`src/rtl/lcd_scan_pkg.sv`:
```
package lcd_scan_pkg;

  // Chip role, decided from the expansion and role pins.
  typedef enum logic [1:0] {
    ROLE_SINGLE = 2'd0,
    ROLE_MASTER = 2'd1,
    ROLE_SLAVE  = 2'd2
  } role_e;

endpackage

```
`src/rtl/lcd_scan_div.sv`:
```
module lcd_scan_div #(
  parameter int BASE_DIV = 4,
  parameter int FSW      = 2,
  parameter int CW       = 5
) (
  input  logic           clk,
  input  logic           rst_n,
  input  logic           run,
  input  logic [FSW-1:0] fsel,
  output logic           tick
);

  logic [CW-1:0] cnt_q, cnt_d;
  logic [CW-1:0] last;

  // Terminal count; compare with >= so a live fsel change cannot overrun.
  assign last = CW'((BASE_DIV << fsel) - 1);
  assign tick = run && (cnt_q >= last);

  always_comb begin
    cnt_d = cnt_q;
    if (!run)      cnt_d = '0;
    else if (tick) cnt_d = '0;
    else           cnt_d = cnt_q + 1'b1;
  end

  always_ff @(posedge clk or negedge rst_n) begin
    if (!rst_n) cnt_q <= '0;
    else        cnt_q <= cnt_d;
  end

  // line starts are never back to back.
  p_tick_gap_r2: assert property (@(posedge clk) disable iff (!rst_n)
    tick |=> !tick);

endmodule

```
`src/rtl/lcd_row_shifter.sv`:
```
module lcd_row_shifter #(
  parameter int BANK  = 32,
  parameter int NBANK = 2,
  localparam int NROW = BANK * NBANK
) (
  input  logic             clk,
  input  logic             rst_n,
  input  logic             tick,
  input  logic             inject,
  input  logic             stby_n,
  input  logic [NBANK-1:0] bank_en,
  output logic [NROW-1:0]  row_sel
);

  logic [NROW-1:0] chain;

  for (genvar b = 0; b < NBANK; b++) begin : g_bank
    logic [BANK-1:0] sr_q, sr_d;
    logic            feed;

    if (b == 0) begin : g_head
      assign feed = inject;
    end else begin : g_link
      assign feed = chain[b*BANK-1] & ~inject;
    end

    always_comb begin
      sr_d = sr_q;
      if (tick) begin
        if (inject) sr_d = (b == 0) ? BANK'(1) : '0;
        else        sr_d = {sr_q[BANK-2:0], feed};
      end
    end

    always_ff @(posedge clk or negedge rst_n) begin
      if (!rst_n) sr_q <= '0;
      else        sr_q <= sr_d;
    end

    assign chain[b*BANK +: BANK]   = sr_q;
    assign row_sel[b*BANK +: BANK] = (stby_n && bank_en[b]) ? sr_q : '0;
  end

  // never more than one row token in the chain.
  p_token_onehot_r3: assert property (@(posedge clk) disable iff (!rst_n)
    $onehot0(chain));

  // the token only moves at a line start.
  p_token_hold_r3: assert property (@(posedge clk) disable iff (!rst_n)
    !tick |=> $stable(chain));

  // an injection leaves exactly the first stage set.
  p_inject_first_r3: assert property (@(posedge clk) disable iff (!rst_n)
    (tick && inject) |=> (chain == NROW'(1)));

endmodule

```
`src/rtl/lcd_col_latch.sv`:
```
module lcd_col_latch #(
  parameter int NCOL = 120
) (
  input  logic            clk,
  input  logic            rst_n,
  input  logic            tick,
  input  logic            stby_n,
  input  logic [NCOL-1:0] mem_data,
  output logic [NCOL-1:0] col_out
);

  logic [NCOL-1:0] col_q, col_d;

  always_comb begin
    col_d = col_q;
    if (tick) col_d = mem_data;
  end

  always_ff @(posedge clk or negedge rst_n) begin
    if (!rst_n) col_q <= '0;
    else        col_q <= col_d;
  end

  assign col_out = stby_n ? col_q : '0;

  // a line start captures the memory word of that cycle.
  p_col_capture_r4: assert property (@(posedge clk) disable iff (!rst_n)
    tick |=> (col_q == $past(mem_data)));

  // column data is held for the rest of the line.
  p_col_hold_r4: assert property (@(posedge clk) disable iff (!rst_n)
    !tick |=> $stable(col_q));

endmodule

```
`src/rtl/lcd_scan_gen.sv`:
```
module lcd_scan_gen
  import lcd_scan_pkg::*;
#(
  parameter int NCOL     = 120,
  parameter int BANK     = 32,
  parameter int NBANK    = 2,
  parameter int BASE_DIV = 4,
  parameter int FSW      = 2,
  localparam int NROW    = BANK * NBANK,
  localparam int RW      = $clog2(NROW),
  localparam int CW      = $clog2(BASE_DIV << ((1 << FSW) - 1))
) (
  input  logic            clk,
  input  logic            rst_n,
  input  logic            stby_n,
  input  logic            expand_en,
  input  logic            master_sel,
  input  logic [FSW-1:0]  fsel,
  input  logic            line_i,
  input  logic            frame_i,
  input  logic            ac_i,
  output logic            line_o,
  output logic            frame_o,
  output logic            ac_o,
  output logic            sync_oe,
  output logic            drive_pol,
  output logic [RW-1:0]   mem_addr,
  input  logic [NCOL-1:0] mem_data,
  output logic [NROW-1:0] row_sel,
  output logic [NCOL-1:0] col_out
);

  role_e            role;
  logic             slave;
  logic [NBANK-1:0] bank_en;
  logic             div_tick, tick, inject;
  logic [RW-1:0]    row_q, row_d, next_row;
  logic             line_q, line_d;
  logic             frame_q, frame_d;
  logic             ac_q, ac_d;

  // Role decode and active row halves.
  always_comb begin
    if (!expand_en)     role = ROLE_SINGLE;
    else if (master_sel) role = ROLE_MASTER;
    else                role = ROLE_SLAVE;
  end
  assign slave = (role == ROLE_SLAVE);

  always_comb begin
    for (int b = 0; b < NBANK; b++) begin
      case (role)
        ROLE_MASTER: bank_en[b] = (b < NBANK / 2);
        ROLE_SLAVE:  bank_en[b] = (b >= NBANK / 2);
        default:     bank_en[b] = 1'b1;
      endcase
    end
  end

  lcd_scan_div #(.BASE_DIV(BASE_DIV), .FSW(FSW), .CW(CW)) u_div (
    .clk   (clk),
    .rst_n (rst_n),
    .run   (!slave),
    .fsel  (fsel),
    .tick  (div_tick)
  );

  // Line sequencing.
  assign tick = slave ? line_i : div_tick;

  always_comb begin
    if (slave && frame_i)            next_row = '0;
    else if (row_q == RW'(NROW - 1)) next_row = '0;
    else                             next_row = row_q + 1'b1;
  end

  assign inject   = tick && (next_row == '0);
  assign mem_addr = next_row;

  always_comb begin
    row_d   = tick ? next_row : row_q;
    line_d  = tick;
    frame_d = tick ? (next_row == '0) : frame_q;
    if (slave)       ac_d = ac_i;
    else if (inject) ac_d = ~ac_q;
    else             ac_d = ac_q;
  end

  always_ff @(posedge clk or negedge rst_n) begin
    if (!rst_n) begin
      row_q   <= RW'(NROW - 1);
      line_q  <= 1'b0;
      frame_q <= 1'b0;
      ac_q    <= 1'b0;
    end else begin
      row_q   <= row_d;
      line_q  <= line_d;
      frame_q <= frame_d;
      ac_q    <= ac_d;
    end
  end

  assign sync_oe   = !slave;
  assign line_o    = !slave && line_q;
  assign frame_o   = !slave && frame_q;
  assign ac_o      = !slave && ac_q;
  assign drive_pol = ac_q;

  lcd_row_shifter #(.BANK(BANK), .NBANK(NBANK)) u_rows (
    .clk     (clk),
    .rst_n   (rst_n),
    .tick    (tick),
    .inject  (inject),
    .stby_n  (stby_n),
    .bank_en (bank_en),
    .row_sel (row_sel)
  );

  lcd_col_latch #(.NCOL(NCOL)) u_cols (
    .clk      (clk),
    .rst_n    (rst_n),
    .tick     (tick),
    .stby_n   (stby_n),
    .mem_data (mem_data),
    .col_out  (col_out)
  );

  // frame sync is high exactly while the first row is current.
  p_frame_row1_r3: assert property (@(posedge clk) disable iff (!rst_n)
    line_q |-> (frame_q == (row_q == '0)));

  // in a driving role the polarity only flips with a fresh frame sync.
  p_ac_at_frame_r5: assert property (@(posedge clk) disable iff (!rst_n)
    (!slave && !$past(slave) && (ac_q != $past(ac_q))) |-> (frame_q && line_q));

  // standby blanks all drive outputs.
  p_standby_dark_r9: assert property (@(posedge clk) disable iff (!rst_n)
    !stby_n |-> ((row_sel == '0) && (col_out == '0)));

  // the inactive half stays dark in expansion mode.
  p_master_half_r7: assert property (@(posedge clk) disable iff (!rst_n)
    (role == ROLE_MASTER) |-> (row_sel[NROW-1:NROW/2] == '0));
  p_slave_half_r8: assert property (@(posedge clk) disable iff (!rst_n)
    (role == ROLE_SLAVE) |-> (row_sel[NROW/2-1:0] == '0));

endmodule

```
`config.mk`:
```
export PLATFORM = sky130hd
export DESIGN_NAME = lcd_scan_gen
export DESIGN_NICKNAME = d
export VERILOG_FILES = /design/src/rtl/lcd_scan_pkg.sv /design/src/rtl/lcd_scan_div.sv /design/src/rtl/lcd_row_shifter.sv /design/src/rtl/lcd_col_latch.sv /design/src/rtl/lcd_scan_gen.sv
export SDC_FILE = /design/constraint.sdc
export NUM_CORES = 1
export LEC_CHECK = 0
export BUFFER_PORTS_ARGS = -buffer_cell sky130_fd_sc_hd__clkbuf_2
export CAP_MARGIN = 30
export CELL_PAD_IN_SITES_DETAIL_PLACEMENT = 1
export CELL_PAD_IN_SITES_GLOBAL_PLACEMENT = 1
export CORE_ASPECT_RATIO = 0.75
export CORE_MARGIN = 2
export CORE_UTILIZATION = 30
export CTS_CLUSTER_DIAMETER = 200
export CTS_CLUSTER_SIZE = 24
export DETAILED_ROUTE_END_ITERATION = 8
export PLACE_DENSITY = 0.79
export REMOVE_ABC_BUFFERS = 1
export SYNTH_ARGS = -nofsm -noshare
export SYNTH_HDL_FRONTEND = slang
export SYNTH_SLANG_ARGS = --single-unit
```
`constraint.sdc`:
```
create_clock -name clk -period 4.2 [get_ports clk]
set_input_delay 0.21 -clock clk [delete_from_list [all_inputs] [get_ports clk]]
set_output_delay 0.21 -clock clk [all_outputs]
set_load 0.005 [all_outputs]
```
==> results.yml, run 1 <==
setup_path:
  max_stage_delay_ns: 0.67
  worstSetupStartpoint: "u_div.cnt_q[2]$_DFF_PN0_"
  rrSetupSlack_ns: 1.20
  worstReg2RegStart: "u_div.cnt_q[2]$_DFF_PN0_"
  cp.arrival_ns: 3.36
  critPathLaunchType: "register"
  r2r-end: "u_cols.col_q[37]$_DFFE_PN0P_"
  worstSetupEndpointType: "register"
  crit_end: "u_cols.col_q[37]$_DFFE_PN0P_"
  crit_path_max_fanout: 68
  worstPathCellList: "ha_1 -> o211ai_1 -> o211ai_2 -> o21ai_4 -> buf_4 -> buf_4 -> nand2_1 -> nand2_1"
  slowest_stage: "buf_4"
  worstPathRequired_ns: 4.56
  worstSetupPathType: "register to register"
  ff2ff_path_depth: 8
placed_design:
  gp_congestion: 0.819
  dp_hpwl_um: 18700
  io_buffers: 324
yosys:
  synth_area_leader_cell: "dfrtp_1"
  postSynthAreaPerCell_um2: 9.30
  synth-seq-area-share_pct: 55.5
  yosys_warnings: 0
  synth_cell_type_count: 39
  synth_area_um2: 8940
  yosys.area.top_type_share_pct: 53.7
  ys_seq_elements: 198
  synth_edf_count: 0
  ys.flop_type: "dfrtp_1"
  synthArstFlopShare_pct: 100
  syn_inst: 961
  ys_top_cells_by_area: "dfrtp_1, nand2_1, and2_1"
layout:
  utilization_pct: 43.2
  drive_gt1_share_pct: 27.6
  syn_to_final_growth_pct: 41.1
  nets: 1501
clock_network:
  clkSlewWorstSetupHoldPaths_ns: 0.07
  cts-htree-levels: 4
  cts.sinks: 198
  cts_buffer_depth: 2
  cts_buffers: 17
  cts_tree: "done"
  root_buffer: "clkbuf_16"
  worstSkewPairLatency_ns: 0.44
sta:
  rsz0062_at_grt: "no"
  finalCritPeriodShare_pct: 71.3
  finalClockSkew_ns: 0.0167
  drv_slew: 0
  whs_ns: 0.0846
  fin_crit_ns: 3.00
  max_slew.worst_pin.slew_ns: 0.904
  slew_headroom_pct: 39.7
  fmax_ghz: 0.334
  setup_viol: 0
  hold_violations: 0
floorplanning:
  core_area_um2: 29200
  rows: 54
  die_area_um2: 31200
  die_w_um: 203
  pin_count: 325
  start_util_pct: 30.6
  die_y_um: 154
routing:
  ant_nets: 0
  dr.pass1.iters: 4
  routed_wl_um: 31300
  wire_per_inst_um: 17.7
  drt-vias-per-instance: 4.68
  drtIter0Drc: 303
  drc_errors: 0
  vias: 8295
global_route:
  grt_pass1_wl_um: 50400
  groute.usage.overall_pct: 20.4
  antenna_found_initial: 1
  grt_max_degree: 93
  grt_remaining_overflow: 0
  grt_pass1_vias: 9070
min_path:
  hold_class: "primary input to register"
  hold_start: "ac_i"
outcome:
  status: "complete, no violations"
power_and_ir_drop:
  p_leak_nw: 6.90
  ir_worst_vdd_v: 0.000283
  power_density_nw_per_um2: 545
run:
  cap_violations: 0
[state kept, by name (all words and copies together) (netlist names)]
signal / count
u_cols.col_q: 120
u_rows.g_bank.sr_q: 64
row_q: 6
u_div.cnt_q: 5
drive_pol: 1
frame_q: 1
line_q: 1
[critical path, delay by kind of cell, from the launching register on]
family                   cells  cell delay, ns
buffers and inverters        2            1.10
AO/OA/AOI/OAI                3            0.65
flip-flops                   1            0.43
AND/OR/NAND/NOR              2            0.36
adder cells (fa/ha/maj)      1            0.32
[cells in the mapped netlist, types with 5 or more instances]
cell	count
nand2_1	364
dfrtp_1	192
and2_1	157
a22o_1	65
clkbuf_1	36
and3_1	34
buf_2	28
nor2_1	17
buf_6	6
dfstp_2	6
ha_1	5
[cells in the final DEF, fill, tap and decap left out, types with 4 or more instances in the layout]
cell	Yosys	final
clkbuf_16	0	17
xor2_1	4	4
xnor2_1	4	4
a31oi_1	4	4
clkinvlp_4	0	5
inv_6	0	4
ha_1	5	5
nor2_1	17	17
dfrtp_1	192	192
dfstp_2	6	6
dlygate4sd3_1	0	121
and3_1	34	34
and2_1	157	157
nand2_1	364	364
nand3_1	4	4
buf_4	0	10
a22o_1	65	65
clkbuf_2	0	322
[worst min path at each step]
stage / end / slack (ns) / cells after the start
after floorplan: drive_pol$_DFFE_PN0P_ / -0.09 / 0
after global placement: u_cols.col_q[97]$_DFFE_PN0P_ / 0.30 / 1
after detailed placement: u_cols.col_q[97]$_DFFE_PN0P_ / 0.30 / 1
after CTS: drive_pol$_DFFE_PN0P_ / 0.05 / 3
after global routing: drive_pol$_DFFE_PN0P_ / 0.08 / 3
final: drive_pol$_DFFE_PN0P_ / 0.08 / 3
[power by group]
part / switching, mW / internal [mW]
sequential: 0.441 / 2.60
combinational: 1.28 / 0.954
clock: 0.775 / 0.826
[stage by stage]
step	cell area, um^2	setup WS (ns)	TNS [ns]	std cells	power (mW)
6_report	12600	1.20	0	1772	6.88
4_1_cts	12600	1.35	0	1771	6.84
3_5_place_dp	10800	1.32	0	1618	5.11
5_1_grt	12600	1.04	0	1772	7.37
3_3_place_gp	10800	1.40	0	1618	4.99
2_1_floorplan	8600	-4.33	-689.53	891	4.15
[area by class of cell]
class,instances,area [um^2]
Sequential cell,198,4960
Tap cell,392,490
Antenna cell,1,2.50
Fill cell,3420,16600
Multi-Input combinational cell,689,3630
Clock inverter,13,121
Inverter,4,17.5
Timing Repair Buffer,456,2950
Clock buffer,19,433
[kinds of logic (layout without fill, tap and decap cells)]
group                    Yosys count  count (layout)  share of synthesized area, %
AO/OA/AOI/OAI                     83              83                          7.86
AND/OR/NAND/NOR                  591             591                          30.9
adder cells (fa/ha/maj)            5               5                         0.700
multiplexers                       2               2                         0.252
XOR/XNOR                           8               8                         0.784
buffers and inverters             74             492                          4.00
flip-flops                       198             198                          55.5
other                              0               1                             0
[routing by layer]
layer	part of all wire (%)	GRT usage, %	wire [um]	up-vias
met5	0	0	0	-
met4	2.1	6.40	672	0
met3	7.4	6.68	2310	41
met2	47	33.4	14900	262
met1	43	25.4	13400	4116
li1	-	-	-	3876
[repair_timing]
action	CTS	global route
hold buffers	121	0
hold endpoints to repair	194	0
gates resized for setup	0	0
buffers inserted	0	0
Power figures use the tool's default switching activity.
==> run 2: changes to the inputs <==
==> constraint.sdc (replaced) <==
create_clock -name clk -period 2.8 [get_ports clk]
set_input_delay 0.14 -clock clk [delete_from_list [all_inputs] [get_ports clk]]
set_output_delay 0.14 -clock clk [all_outputs]
set_load 0.005 [all_outputs]
==> run 2 against run 1 <==
  * Clock power is 51% higher
  * Highest routed layer unchanged
  * Critical path depth stayed put
  * Sequential share of layout area is 0.25 points lower
  * Largest cell class unchanged
  * Largest power group unchanged
==> results.yml, run 2 (same netlist as run 1, synthesis figures left out) <==
placed_design:
  gp_congestion: 0.817
  dpl_cell_area_um2: 10900
  io_buffers: 324
  dp_hpwl_um: 18900
layout:
  layout_common_cells: "nand2_1, clkbuf_2, dfrtp_1"
  utilization_pct: 43.5
  final_common_cell: "nand2_1"
  reg_top3: "u_cols.col_q (120), u_rows.g_bank.sr_q (64), row_q (6)"
  largest_register_ff_count: 120
  drive_gt1_share_pct: 27.8
  multi_input_area_um2: 3630
  nets: 1506
  syn_to_final_growth_pct: 42.0
  largest-register: "u_cols.col_q"
  fillerInstances: 3429
  fin_area_um2: 12700
  seqCellArea_um2: 4960
setup_path:
  worstSetupPathType: "register to register"
  cp.arrival_ns: 2.96
  critPathLaunchType: "register"
  worstSetupEndpointType: "register"
  worstPathRequired_ns: 3.17
  crit_path_max_fanout: 39
clock_network:
  cts_buffers: 17
  worstSkewPairLatency_ns: 0.43
  cts_tree: "done"
  root_buffer: "clkbuf_16"
  cts_buffer_depth: 2
  cts_resized: 0
  cts.sinks: 198
  clkSlewWorstSetupHoldPaths_ns: 0.07
  cts-htree-levels: 4
power_and_ir_drop:
  pwr-share-seq_pct: 43.9
  finalPower_mw: 10.4
  p_clk_share_pct: 23.2
  net-switching-power_mw: 3.76
  internal-power_mw: 6.64
  p_sw_share_pct: 36.1
  p_leak_nw: 6.94
  ir_worst_vdd_v: 0.000374
  combPwrFrac_pct: 33.0
  power_density_nw_per_um2: 819
floorplanning:
  pin_count: 325
  core_area_um2: 29200
  start_util_pct: 30.6
  die_w_um: 203
  rows: 54
  die_area_um2: 31200
  die_y_um: 154
min_path:
  hold_class: "primary input to async pin"
sta:
  whs_ns: 0.278
  hold_violations: 0
  setup_viol: 0
  max_slew.worst_pin.slew_ns: 0.579
  fin_crit_ns: 2.60
  finalClockSkew_ns: 0.00993
  finalCritPeriodShare_pct: 92.8
  fmax_ghz: 0.385
  slew_headroom_pct: 61.4
  drv_slew: 0
  rsz0062_at_grt: "no"
routing:
  vias: 8396
  drt-vias-per-instance: 4.73
  wire_per_inst_um: 17.6
  ant_nets: 0
  dr.pass1.iters: 4
  drc_errors: 0
  drtIter0Drc: 325
  routed_wl_um: 31300
global_route:
  grt_pass1_vias: 9139
  grt_pass1_wl_um: 50500
  grt_remaining_overflow: 0
  groute.usage.overall_pct: 20.5
  grt_max_degree: 97
  antenna_found_initial: 2
outcome:
  status: "complete, no violations"
run:
  cap_violations: 0
## run 2: changes by cell type in the layout (fill, tap and decap cells not counted), moves of 2 or more
| cell | before | now |
|---|---|---|
| clkinv_4 | 1 | 3 |
| buf_12 | 2 | 5 |
| clkbuf_8 | 1 | 3 |
| inv_6 | 4 | 2 |
| clkinvlp_4 | 5 | 2 |
## run 2: routing by layer
layer  track usage, %  share of wire (%)
met3             6.10                6.7
met5                0                  0
met2             33.3                 47
met1             25.9                 44
met4             7.30                2.8
## run 2: cell type report
type | instances | area share, %
sequential | 198 | 39.1
multi-input combinational | 689 | 28.6
timing repair buffer | 461 | 23.9
tap | 392 | 3.86
clock buffer | 20 | 3.60
clock inverter | 10 | 0.779
inverter | 4 | 0.138
antenna | 2 | 0.0394
## run 2: power by group through the flow
stage | Clock, mW | Sequential, mW | Combinational [mW]
after floorplan | 0 | 4.33 | 1.90
after global placement | 0 | 4.48 | 3.06
after detailed placement | 0 | 4.54 | 3.20
after CTS | 2.51 | 4.50 | 3.34
after global routing | 2.62 | 4.69 | 3.86
final | 2.41 | 4.56 | 3.43
## run 2: path summary, 6_finish.rpt
kind,start,to,slack [ns],depth (start not counted)
worst min-delay path,rst_n,u_cols.col_q[21]$_DFFE_PN0P_,0.28,2
worst min register to register,u_cols.col_q[52]$_DFFE_PN0P_,u_cols.col_q[52]$_DFFE_PN0P_,0.47,2
max in group asynchronous,rst_n,u_cols.col_q[24]$_DFFE_PN0P_,1.64,3
worst max register to register,u_div.cnt_q[2]$_DFF_PN0_,u_cols.col_q[80]$_DFFE_PN0P_,0.20,8
worst max-delay path,u_div.cnt_q[2]$_DFF_PN0_,u_cols.col_q[80]$_DFFE_PN0P_,0.20,8
min in group clk,expand_en,u_div.cnt_q[1]$_DFF_PN0_,0.29,4
## run 2: worst max-delay path, stage by stage, from the launching register on
cell and delay [ns]:
dfrtp_1 0.43, ha_1 0.31, o211ai_1 0.24, o211ai_2 0.22, o21ai_4 0.27, buf_4 0.36, buf_4 0.44, nand2_1 0.14
nand2_1 0.11
## run 2: per-stage QoR
| step | TNS (ns) | std cells | setup slack [ns] |
|---|---|---|---|
| 6_report | 0 | 1776 | 0.201 |
| 5_1_grt | 0 | 1776 | 0.0493 |
| 4_1_cts | 0 | 1774 | 0.259 |
| 3_5_place_dp | 0 | 1622 | 0.260 |
| 3_3_place_gp | 0 | 1622 | 0.400 |
| 2_1_floorplan | -946.22 | 891 | -5.66 |
## run 2: what timing repair did
action                                 4_1_cts  5_1_grt
hold buffers                               122        0
buffers inserted                             0        0
setup endpoints to repair                    0        0
endpoints found under the hold margin      181        0
